[src/rtl/kbd_scan_pkg.sv]
package kbd_scan_pkg;
  localparam int ROWS   = 8;
  localparam int COLS   = 8;
  localparam int ROW_W  = $clog2(ROWS);
  localparam int COL_W  = $clog2(COLS);
  localparam int CODE_W = 8;
  localparam logic [CODE_W-1:0] STATUS_READY = 8'h40;
  localparam logic [CODE_W-1:0] STATUS_IDLE  = 8'h00;

  // Index of the lowest high bit; 0 when none is set.
  function automatic logic [COL_W-1:0] lowest_col(input logic [COLS-1:0] bits);
    logic [COL_W-1:0] res;
    res = '0;
    for (int i = COLS - 1; i >= 0; i--) begin
      if (bits[i]) res = COL_W'(i);
    end
    return res;
  endfunction

  // Shift flag from active-low mods[0], Ctrl flag from active-high mods[1].
  function automatic logic [CODE_W-1:0] pack_code(input logic [ROW_W-1:0] row,
                                                  input logic [COL_W-1:0] col,
                                                  input logic [1:0]       mods);
    return {~mods[0], mods[1], row, col};
  endfunction
endpackage

[src/rtl/kbd_row_scanner.sv]
module kbd_row_scanner
  import kbd_scan_pkg::*;
#(
  parameter int SETTLE = 4
) (
  input  logic             clk,
  input  logic             rst,
  input  logic             row_hit,
  output logic [ROW_W-1:0] row_idx,
  output logic [ROWS-1:0]  row_drive,
  output logic             sample_evt,
  output logic             pass_end
);
  localparam int CW = (SETTLE > 1) ? $clog2(SETTLE) : 1;
  localparam logic [CW-1:0]    CNT_LAST = CW'(SETTLE - 1);
  localparam logic [ROW_W-1:0] ROW_LAST = ROW_W'(ROWS - 1);

  logic [CW-1:0] settle_cnt;
  logic          last_row;

  assign sample_evt = (settle_cnt == CNT_LAST);
  assign last_row   = (row_idx == ROW_LAST);
  assign pass_end   = sample_evt && (row_hit || last_row);

  always_ff @(posedge clk) begin
    if (rst) begin
      settle_cnt <= '0;
      row_idx    <= '0;
    end else if (sample_evt) begin
      settle_cnt <= '0;
      if (pass_end) row_idx <= '0;
      else          row_idx <= row_idx + 1'b1;
    end else begin
      settle_cnt <= settle_cnt + 1'b1;
    end
  end

  for (genvar g = 0; g < ROWS; g++) begin : g_row
    assign row_drive[g] = (row_idx == ROW_W'(g));
  end

  AST_ONE_ROW: assert property (@(posedge clk) disable iff (rst)
    $countones(row_drive) == 1);
  AST_ROW_HOLD: assert property (@(posedge clk) disable iff (rst)
    !sample_evt |=> $stable(row_idx));
  AST_ROW_ORDER: assert property (@(posedge clk) disable iff (rst)
    (sample_evt && !row_hit && !last_row) |=> (row_idx == $past(row_idx) + 1'b1));
  AST_PASS_RESTART: assert property (@(posedge clk) disable iff (rst)
    (sample_evt && row_hit) |=> (row_idx == '0));
endmodule

[src/rtl/kbd_row_encoder.sv]
module kbd_row_encoder
  import kbd_scan_pkg::*;
(
  input  logic [ROW_W-1:0]  row_idx,
  input  logic [COLS-1:0]   col_sense,
  input  logic [1:0]        mod_in,
  output logic              row_hit,
  output logic [CODE_W-1:0] cand_code
);
  assign row_hit   = |col_sense;
  assign cand_code = pack_code(row_idx, lowest_col(col_sense), mod_in);
endmodule

[src/rtl/kbd_debounce_reg.sv]
module kbd_debounce_reg
  import kbd_scan_pkg::*;
(
  input  logic              clk,
  input  logic              rst,
  input  logic              pass_end,
  input  logic              row_hit,
  input  logic [CODE_W-1:0] cand_code,
  output logic              commit,
  output logic [CODE_W-1:0] key_code,
  output logic              key_empty
);
  logic              prev_valid;
  logic [CODE_W-1:0] prev_code;
  logic              pass_none;

  assign pass_none = pass_end && !row_hit;
  assign commit    = pass_end && row_hit && prev_valid && (prev_code == cand_code);

  always_ff @(posedge clk) begin
    if (rst) begin
      prev_valid <= 1'b0;
      prev_code  <= '0;
      key_code   <= '0;
      key_empty  <= 1'b1;
    end else if (pass_end) begin
      if (row_hit) begin
        prev_valid <= 1'b1;
        prev_code  <= cand_code;
        if (commit) begin
          key_code  <= cand_code;
          key_empty <= 1'b0;
        end
      end else begin
        prev_valid <= 1'b0;
        key_empty  <= 1'b1;
      end
    end
  end

  AST_HOLD_CODE: assert property (@(posedge clk) disable iff (rst)
    !commit |=> $stable(key_code));
  AST_NONE_EMPTY: assert property (@(posedge clk) disable iff (rst)
    pass_none |=> key_empty);
  AST_EMPTY_ONLY_ON_PASS: assert property (@(posedge clk) disable iff (rst)
    (!pass_end && key_empty) |=> key_empty);
endmodule

[src/rtl/kbd_matrix_encoder.sv]
module kbd_matrix_encoder
  import kbd_scan_pkg::*;
#(
  parameter int SETTLE = 4
) (
  input  logic              clk,
  input  logic              rst,
  input  logic [COLS-1:0]   col_sense,
  input  logic [1:0]        mod_in,
  output logic [ROWS-1:0]   row_drive,
  output logic [CODE_W-1:0] key_code,
  output logic              key_empty,
  output logic [CODE_W-1:0] key_status
);
  logic [ROW_W-1:0]  row_idx;
  logic              row_hit;
  logic              sample_evt;
  logic              pass_end;
  logic              commit;
  logic [CODE_W-1:0] cand_code;

  kbd_row_scanner #(.SETTLE(SETTLE)) u_scan (
    .clk        (clk),
    .rst        (rst),
    .row_hit    (row_hit),
    .row_idx    (row_idx),
    .row_drive  (row_drive),
    .sample_evt (sample_evt),
    .pass_end   (pass_end)
  );

  kbd_row_encoder u_enc (
    .row_idx   (row_idx),
    .col_sense (col_sense),
    .mod_in    (mod_in),
    .row_hit   (row_hit),
    .cand_code (cand_code)
  );

  kbd_debounce_reg u_deb (
    .clk       (clk),
    .rst       (rst),
    .pass_end  (pass_end),
    .row_hit   (row_hit),
    .cand_code (cand_code),
    .commit    (commit),
    .key_code  (key_code),
    .key_empty (key_empty)
  );

  assign key_status = key_empty ? STATUS_IDLE : STATUS_READY;

  AST_COMMIT_READY: assert property (@(posedge clk) disable iff (rst)
    commit |=> (!key_empty && key_status == STATUS_READY));
  AST_CODE_ROW: assert property (@(posedge clk) disable iff (rst)
    commit |=> (key_code[5:3] == $past(row_idx)));
  AST_EMPTY_STATUS: assert property (@(posedge clk) disable iff (rst)
    (pass_end && !row_hit) |=> (key_status == STATUS_IDLE));
endmodule

[config.mk]
export PLATFORM = sky130hd
export DESIGN_NAME = kbd_matrix_encoder
export DESIGN_NICKNAME = d
export VERILOG_FILES = /design/src/rtl/kbd_scan_pkg.sv /design/src/rtl/kbd_row_scanner.sv /design/src/rtl/kbd_row_encoder.sv /design/src/rtl/kbd_debounce_reg.sv /design/src/rtl/kbd_matrix_encoder.sv
export SDC_FILE = /design/constraint.sdc
export NUM_CORES = 1
export LEC_CHECK = 0
export BUFFER_PORTS_ARGS = -buffer_cell sky130_fd_sc_hd__buf_4
export CAP_MARGIN = 25
export CORE_UTILIZATION = 40
export DETAILED_ROUTE_END_ITERATION = 7
export PLACE_DENSITY = 0.66
export SLEW_MARGIN = 20
export SYNTH_ARGS = -nofsm -noshare
export SYNTH_HDL_FRONTEND = slang
export SYNTH_HIERARCHICAL = 1
export SYNTH_SLANG_ARGS = --single-unit
[constraint.sdc]
create_clock -name clk -period 4.4 [get_ports clk]
set_input_delay 0.88 -clock clk [delete_from_list [all_inputs] [get_ports clk]]
set_output_delay 0.88 -clock clk [all_outputs]
set_load 0.01 [all_outputs]
==> impl_results.md, run 1 <==
- Row cnt: 20
- GP Congestion: 0.7062
- Min Tclk post-route: 2.713 ns
- Core Footprint: 0.003078 mm²
- Count of final hold-check violations: 0
- CP delay by family, top: compound AO/OA/AOI/OAI gates
- Starting Density: 0.4236
- Vias in the first global route: 901
- Clk slew on worst S/H paths: 0.12 ns
- Pwr dens: 233.1 mW/mm²
- Hold wc startpoint: u_scan/settle_cnt[0]$_SDFF_PP0_
- Die Ht: 59.09 µm
- Final net count: 192
- Worst Setup SP: col_sense[4]
- CTS tree: yes
- Worst vdd ir: 0.1503 mV
- Worst R2R Path Depth: 7
- DR pass1 iterations: 4
- Worst setup EP type: register
- Iteration-0 DRC Markers: 16
- CTS sink count: 23
- Seq. cell area: 460.4 µm²
- Synth Area per Inst: 8.750 µm²
- IO Pins: 37
- Clock skew: 0.007737 ns
- TNS Setup: 0 ns
- Grt ovf: 0
- DP Wirelength: 1690 µm
- Worst setup SP type: primary input
- Antenna diodes: 0
- H-Tree Depth: 1
- Die width: 59.09 µm
- Syn-to-layout area delta: 15.74%
- CTS Root Cell: clkbuf_4
- Final wirelength: 2217 µm
- # setup viols final: 0
- Worst-Margin Slew: 0.6768 ns
- Outcome: complete, no violations
- First-pass GRT wire length: 3760 µm
- Critical R2R Capture: u_deb/key_empty$_SDFFE_PP1P_
- Hold path cells: 1
- Port bufs: 29
- Worst-Skew Late Latency: 0.31 ns
- Post-CTS setup buffers: 0
- Maximum root-to-sink buffer count: 2
- Crit-path max cell delay: 0.67 ns
- Inserted Clock Buffers: 3
- Proportion of layout cells with a drive suffix above 1: 0.1977
- Min-Delay Path Class: register to register
- CP Class: primary input to register
- Maximum clock frequency: 368.5 MHz
- Endpoint, Worst Hold: u_scan/settle_cnt[0]$_SDFF_PP0_
- Worst r2r src: u_scan/row_idx[0]$_SDFFE_PP0P_
- Crit path max-delay cell type: o41ai_1
- Required @ worst endpoint: 4.61 ns
- Mapped Cells: 149
- Hold-fix buffers, CTS: 0
- Max-slew headroom: 0.5429
- Mapped Area: 0.001304 mm²
- Crit share post-route: 0.6167
- Crit-path cells: buf_4 > o41ai_1 > xnor2_1 > nand3_1 > or3_1 > a221o_1
- RSZ-0062 raised after global routing: false
- Synth Warn #: 6
- DIE AREA: 0.003492 mm²
- Footprint of the multi-input gates: 723.2 µm²
- Final Non-Filler Cells: 216
- Total track usage: 0.1430
- CTS-repair resized insts: 0
- Routed length per instance: 10.26 µm
- Max Slew Vio Count: 0
- Post-layout util: 0.4902
- R2R setup slack: 1.74 ns
- Max Cap Viol: 0
- Dpl cells: 212
- P_leak: 0.0006588 µW
- Worst path bufs/invs: 1
- Pin count of the biggest net entering global routing: 32
- Initial antenna violation count: 0
- Fillers: 326
- Via count: 992
- Antenna viol nets, final: 0
- # DRC: 0
- Critical Path AT: 2.92 ns
- Crit path max fanout: 9
- Vias per cell: 4.593
[power by group]
group	total, µW	internal (µW)	switching, µW
clock	95.6	35.4	60.2
combinational	41.4	19.2	22.2
sequential	215	213	2.24
total	352	267	84.7
[worst register-to-register path, cell delays in order (launching register included)]
cell and delay [ns]:
dfxtp_1 0.52, ha_1 0.24, ha_1 0.22, o21a_1 0.19, and2_1 0.37, nand3_2 0.10, or3_1 0.53, a221o_1 0.40
[worst max-delay path by stage]
stage	slack (ns)	cells after the start	to
2_1_floorplan	1.79	6	u_deb/key_empty$_SDFFE_PP1P_
3_3_place_gp	1.44	6	u_deb/key_empty$_SDFFE_PP1P_
3_5_place_dp	1.35	6	u_deb/key_empty$_SDFFE_PP1P_
4_1_cts	1.70	6	u_deb/key_empty$_SDFFE_PP1P_
5_1_grt	1.55	8	u_deb/key_empty$_SDFFE_PP1P_
6_report	1.69	6	u_deb/key_empty$_SDFFE_PP1P_
[sequential cells by signal, indices dropped and copies added (netlist names)]
| signal | count |
|---|---|
| u_scan/row_idx | 3 |
| u_deb/key_empty | 1 |
| u_scan/settle_cnt | 2 |
| u_deb/key_code | 8 |
| u_deb/prev_code | 8 |
| u_deb/prev_valid | 1 |
[cells in the final DEF, fill, tap and decap left out, drive strengths merged]
master	instances
nand2	17
ha	7
o21bai	1
nand4	1
o41ai	1
nor3b	1
a221o	1
nor2b	4
mux2i	8
inv	7
conb	7
clkbuf	4
nor4	1
nand4bb	1
and2	4
nor2	3
dfxtp	23
or3	1
a21oi	13
nand3	3
a21boi	1
nor3	1
and3b	1
o21ai	1
xnor2	8
buf	29
nand2b	20
o21a	1
or4b	2
[area by class of cell]
cell class,count,share of cell area
Tap cell,44,0.03648
Sequential cell,23,0.3051
Inverter,7,0.01741
Multi-Input combinational cell,109,0.4793
Clock buffer,4,0.01741
Timing Repair Buffer,29,0.1443
[per-stage QoR]
stage,hold slack (ns),total power (µW),worst slack (ns),area [µm²]
global route,0.4651,370.7,1.550,1509
finish,0.4412,351.8,1.687,1509
CTS,0.4495,355.6,1.704,1509
detailed placement,0.4305,261.1,1.352,1483
global placement,0.4068,259.3,1.439,1483
floorplan,0.3964,251.4,1.795,1326
[metal layers]
metal,part of all wire,track usage,vias to the layer above
li1,-,-,517
met1,0.44,0.1588,446
met2,0.51,0.2614,27
met3,0.042,0.04148,2
met4,0.0050,0.04422,0
met5,0,0,-
(Power assumes the default switching activity.)
==> run 2: changes to the inputs <==
Settings changed: ABC_AREA set to 1, PLACE_DENSITY 0.66 to 0.65.
Clock period 4.4 ns to 2.55 ns, I/O delays scaled along.
==> run 2 against run 1 <==
Compared with the run above:
- sequential power increased by 80%
- utilization grew 0.32 points
- via count up 22%
- clock skew down 0.0035 ns
- critical path type is now register to register
- largest cell class unchanged
==> impl_results.md, run 2 <==
- Maximum root-to-sink buffer count: 2 (unchanged)
- Crit path max fanout: 16 (+7)
- Regs by FF count: u_deb/key_code (8), u_deb/prev_code (8), u_scan/row_idx (3)
- Dpl cells: 282 (+33%)
- CTS Root Cell: clkbuf_4
- Required @ worst endpoint: 2.77 ns (-1.84 ns)
- Die Ht: 62.47 µm (+5.7%)
- Grt ovf: 0 (unchanged)
- # DRC: 0 (unchanged)
- Iteration-0 DRC Markers: 32 (+16)
- IO Pins: 37 (unchanged)
- Via count: 1213 (+22%)
- Core Footprint: 0.003416 mm² (+11%)
- Mapped Area: 0.001463 mm² (+12%)
- Clk slew on worst S/H paths: 0.12 ns (about the same)
- GP Congestion: 0.7831 (+11%)
- CTS-repair resized insts: 0 (unchanged)
- Worst-Skew Late Latency: 0.31 ns (about the same)
- RSZ-0062 raised after global routing: false
- Row cnt: 21 (+5.0%)
- Post-CTS setup buffers: 0 (unchanged)
- Min-Delay Path Class: primary input to register
- Min Tclk post-route: 2.110 ns
- Die width: 62.47 µm (+5.7%)
- Worst vdd ir: 0.1857 mV (+24%)
- Vias in the first global route: 1045 (+16%)
- CP Class: register to register
- Max Slew Vio Count: 0 (unchanged)
- Pin count of the biggest net entering global routing: 18 (-44%)
- Hold-fix buffers, CTS: 0 (unchanged)
- DIE AREA: 0.003903 mm² (+12%)
- Total track usage: 0.1345 (-0.008448)
- Most common cell after layout, fill and taps aside: nand2_1
- Starting Density: 0.4282 (+0.004628)
- Antenna viol nets, final: 0 (unchanged)
- Inserted Clock Buffers: 3 (unchanged)
- Clock skew: 0.004190 ns (-0.003547 ns)
- Antenna diodes: 0 (unchanged)
- P_leak: 0.0008877 µW (+35%)
- Syn-to-layout area delta: 15.23%
- First-pass GRT wire length: 4195 µm (+12%)
- Count of final hold-check violations: 0 (unchanged)
- Critical Path AT: 2.33 ns (-0.59 ns)
- Proportion of layout cells with a drive suffix above 1: 0.2333 (+0.03566)
- Crit share post-route: 0.8275
- TNS Setup: 0 ns (unchanged)
- Hold path cells: 2 (+1)
- Routed length per instance: 8.811 µm (-14%)
- Max Cap Viol: 0 (unchanged)
- Synth Warn #: 6 (unchanged)
- CTS tree: yes
- Maximum clock frequency: 473.9 MHz
- Final net count: 260 (+35%)
- Worst setup EP type: register
- DR pass1 iterations: 4 (unchanged)
- Pwr dens: 412.9 mW/mm² (+77%)
- Port bufs: 29 (unchanged)
- Mapped Cells: 215 (+44%)
- Final wirelength: 2520 µm (+14%)
- Worst setup SP type: register
- # setup viols final: 0 (unchanged)
- H-Tree Depth: 1 (unchanged)
- DP Wirelength: 2015 µm (+19%)
- CTS sink count: 23 (unchanged)
- Synth Area per Inst: 6.803 µm² (-22%)
- Commonest non-fill, non-tap cells in the layout: nand2_1 (44), inv_1 (39), buf_4 (31)
- Worst R2R Path Depth: 11 (+4)
- Vias per cell: 4.241 (-7.7%)
- Outcome: complete, no violations
- Fillers: 364 (+12%)
- Initial antenna violation count: 0 (unchanged)
- R2R setup slack: 0.44 ns (-1.30 ns)
- Final Non-Filler Cells: 286 (+32%)
-- run 2: worst paths after layout --
kind,startpoint,endpoint
setup / recovery,u_scan/row_idx[0]$_SDFFE_PP0P_,u_deb/key_code[6]$_SDFFE_PP0P_
hold / removal,rst,u_scan/settle_cnt[1]$_SDFF_PP0_
setup reg to reg,u_scan/row_idx[0]$_SDFFE_PP0P_,u_deb/key_code[6]$_SDFFE_PP0P_
hold reg to reg,u_scan/settle_cnt[0]$_SDFF_PP0_,u_scan/settle_cnt[0]$_SDFF_PP0_
-- run 2: worst max-delay path, stage by stage, from the launching register on --
cell,delay (ns)
dfxtp_1,0.51
ha_1,0.25
ha_1,0.21
o21ai_2,0.09
inv_2,0.08
nand2_2,0.17
nor2_1,0.13
nand3_1,0.09
nor2_2,0.25
nand3_1,0.11
nand2_1,0.07
nor2_1,0.04
-- run 2: layout make-up --
class                   instances  area [µm²]  area share
inverters                      46       173.9      0.1032
flip-flops and latches         23       460.4      0.2732
clock buffers                   4       26.28     0.01559
multi-input cells             136       734.5      0.4358
repair buffers                 31       232.7      0.1381
well taps                      46       57.56     0.03415
-- run 2: power breakdown --
group          leakage [µW]  internal [µW]  switching, µW
clock network     0.0000150           61.2            106
registers          0.000186            375           10.5
logic              0.000686           55.0           87.8
total              0.000888            491            205
-- run 2: through the flow --
stage / setup WS [ns] / hold WS (ns) / total power (µW) / util / area (µm²)
2_1_floorplan: 0.7025 / 0.3964 / 513.7 / - / 1485
3_3_place_gp: 0.3279 / 0.4095 / 536.7 / 0.4857 / 1659
3_5_place_dp: 0.2843 / 0.4147 / 538.2 / 0.4857 / 1659
4_1_cts: 0.4202 / 0.3628 / 706.6 / 0.4934 / 1685
5_1_grt: 0.2070 / 0.3587 / 740.6 / 0.4934 / 1685
6_report: 0.4398 / 0.3726 / 695.9 / 0.4934 / 1685
-- run 2: routing by layer --
layer  part of all wire  track usage  vias to the layer above
li1                   -            -                      671
met1               0.47       0.1521                      505
met2               0.45       0.2310                       32
met3              0.066      0.03467                        5
met4              0.019      0.06977                        0
met5                  0            0                        -
==> run 3: changes to the inputs <==
Settings changed: PLACE_DENSITY 0.65 to 0.67.
Clock period 2.55 ns to 1.9 ns, I/O delays scaled along.
==> run 3 against run 2 <==
Compared with the run above:
- sequential power up 33%
- routed wire length increased by 4.5%
- clock skew barely moved
- design area rose by 3.1%
- combinational power is 46% higher
- power rose by 36%
- global-route usage up 0.98 points
- fmax grew 21%
- worst setup slack worse by 0.28 ns
- first-iteration DRC count down 3.1%
- via count rose by 3.0%
- critical endpoint is now u_deb/key_code[0]$_SDFFE_PP0P_
- largest power group unchanged
==> impl_results.md, run 3 (same netlist as run 2, synthesis figures left out) <==
- Crit-path cells: ha_1 > ha_1 > o21ai_2 > inv_2 > nand2_2 > nor2_1 > nand3_1 > nor2_2 > nand3_1 > nand2_1 > nor2_1
- Final wirelength: 2633 µm (+4.5%)
- Row cnt: 21 (unchanged)
- Required @ worst endpoint: 2.12 ns (-0.65 ns)
- Worst vdd ir: 0.2046 mV (+10%)
- Proportion of layout cells with a drive suffix above 1: 0.2551 (+0.02173)
- Min-Delay Path Class: primary input to register
- # setup viols final: 0 (unchanged)
- Met3 GRT Util: 0.03102 (-0.003650)
- Starting Density: 0.4282 (unchanged)
- Most used routing layer: met2
- Max Slew Vio Count: 0 (unchanged)
- Worst path bufs/invs: 1 (unchanged)
- Worst setup SP type: register
- IO Pins: 37 (unchanged)
- P_leak: 0.0009213 µW (+3.8%)
- Crit path max-delay cell type: dfxtp_1
- Core Footprint: 0.003416 mm² (unchanged)
- Critical Path AT: 1.96 ns (-0.37 ns)
- Routing usage on met1: 0.1661 (+0.01398)
- CTS sink count: 23 (unchanged)
- Grt ovf: 0 (unchanged)
- Commonest non-fill, non-tap cells in the layout: nand2_1 (44), inv_1 (39), buf_4 (38)
- DR pass1 iterations: 4 (unchanged)
- Syn-to-layout area delta: 18.82%
- Vias in the first global route: 1130 (+8.1%)
- Die Ht: 62.47 µm (unchanged)
- Met2 Usage GRT: 0.2636 (+0.03261)
- Clock skew: 0.003864 ns (-0.0003264 ns)
- Worst-Skew Late Latency: 0.31 ns (about the same)
- Initial antenna violation count: 0 (unchanged)
- Clk slew on worst S/H paths: 0.12 ns (about the same)
- Pin count of the biggest net entering global routing: 13 (-5)
- GP Congestion: 0.8071 (+3.1%)
- Vias per cell: 4.263 (+0.51%)
- CTS-repair resized insts: 0 (unchanged)
- Port bufs: 29 (unchanged)
- Most common cell after layout, fill and taps aside: nand2_1
- H-Tree Depth: 1 (unchanged)
- Outcome: complete, no violations
- # DRC: 0 (unchanged)
- Hold-fix buffers, CTS: 0 (unchanged)
- CP delay by family, top: simple AND/OR/NAND/NOR gates
- Routed length per instance: 8.986 µm (+2.0%)
- Post-layout util: 0.5088 (+0.01538)
- Crit path depth: 11 (unchanged)
- Hold path cells: 2 (unchanged)
- Max Cap Viol: 0 (unchanged)
- Hold wc startpoint: rst
- RSZ-0062 raised after global routing: false
- Hold Slack: 0.2488 ns (-0.1238 ns)
- Maximum clock frequency: 575.6 MHz (+21%)
- Antenna viol nets, final: 0 (unchanged)
- Pwr dens: 545.3 mW/mm² (+32%)
- Crit path max fanout: 8 (-8)
- First-pass GRT wire length: 4588 µm (+9.4%)
- Regs by FF count: u_deb/key_code (8), u_deb/prev_code (8), u_scan/row_idx (3)
- CP Class: register to register
- Post-CTS setup buffers: 0 (unchanged)
- Crit share post-route: 0.9145 (+0.08694)
- Final net count: 267 (+2.7%)
- Inserted Clock Buffers: 3 (unchanged)
- Total track usage: 0.1443 (+0.009805)
- Worst r2r src: u_scan/row_idx[1]$_SDFFE_PP0P_
- Die width: 62.47 µm (unchanged)
- Worst Setup SP: u_scan/row_idx[1]$_SDFFE_PP0P_
- Crit-path max cell delay: 0.36 ns (-0.15 ns)
- CTS tree: yes
- Iteration-0 DRC Markers: 31 (-3.1%)
- Worst R2R Path Depth: 11 (unchanged)
- Count of final hold-check violations: 0 (unchanged)
- DP Wirelength: 2194 µm (+8.9%)
- Maximum root-to-sink buffer count: 2 (unchanged)
- DIE AREA: 0.003903 mm² (unchanged)
- Min Tclk post-route: 1.737 ns (-0.3727 ns)
- CTS Root Cell: clkbuf_4
- Via count: 1249 (+3.0%)
- Worst setup EP type: register
- Antenna diodes: 0 (unchanged)
[run 3: layout make-up]
cell class	count	area, µm²
Multi-Input combinational cell	136	734.5
Clock buffer	4	26.28
Tap cell	46	57.56
Inverter	46	173.9
Fill cell	380	1678
Timing Repair Buffer	38	285.3
Sequential cell	23	460.4
[run 3: power by group]
part           switching [µW]  leakage [µW]  internal, µW
registers                11.2      0.000186           503
clock network             142     0.0000150          81.9
logic                     125      0.000720          83.7
[run 3: path summary, 6_finish.rpt]
path | to | slack [ns]
setup / recovery | u_deb/key_code[0]$_SDFFE_PP0P_ | 0.16
hold / removal | u_scan/settle_cnt[0]$_SDFF_PP0_ | 0.25
setup reg to reg | u_deb/key_code[0]$_SDFFE_PP0P_ | 0.16
hold reg to reg | u_scan/settle_cnt[0]$_SDFF_PP0_ | 0.43
[run 3: through the flow]
stage          area (µm²)  total power, µW  instances  setup TNS [ns]  setup slack [ns]
2_1_floorplan        1485            689.4        221               0            0.1825
3_3_place_gp         1712            731.1        289               0           0.04194
3_5_place_dp         1712            735.5        289        -0.01288         -0.006616
4_1_cts              1738            964.3        293               0            0.1403
5_1_grt              1738             1012        293               0           0.01732
6_report             1738            947.6        293               0            0.1625
[run 3: routing by layer]
metal	wire, µm	share of wire	vias up
li1	-	-	690
met1	1215	0.46	524
met2	1261	0.48	31
met3	126	0.048	4
met4	29	0.011	0
met5	0	0	-
[run 3: worst reg2reg max path, stage by stage, from the launching register on]
cell and delay (ns):
dfxtp_1 0.36, ha_1 0.18, ha_1 0.20, o21ai_2 0.08, inv_2 0.06, nand2_2 0.08
nor2_1 0.10, nand3_1 0.10, nor2_2 0.26, nand3_1 0.12, nand2_1 0.08, nor2_1 0.04
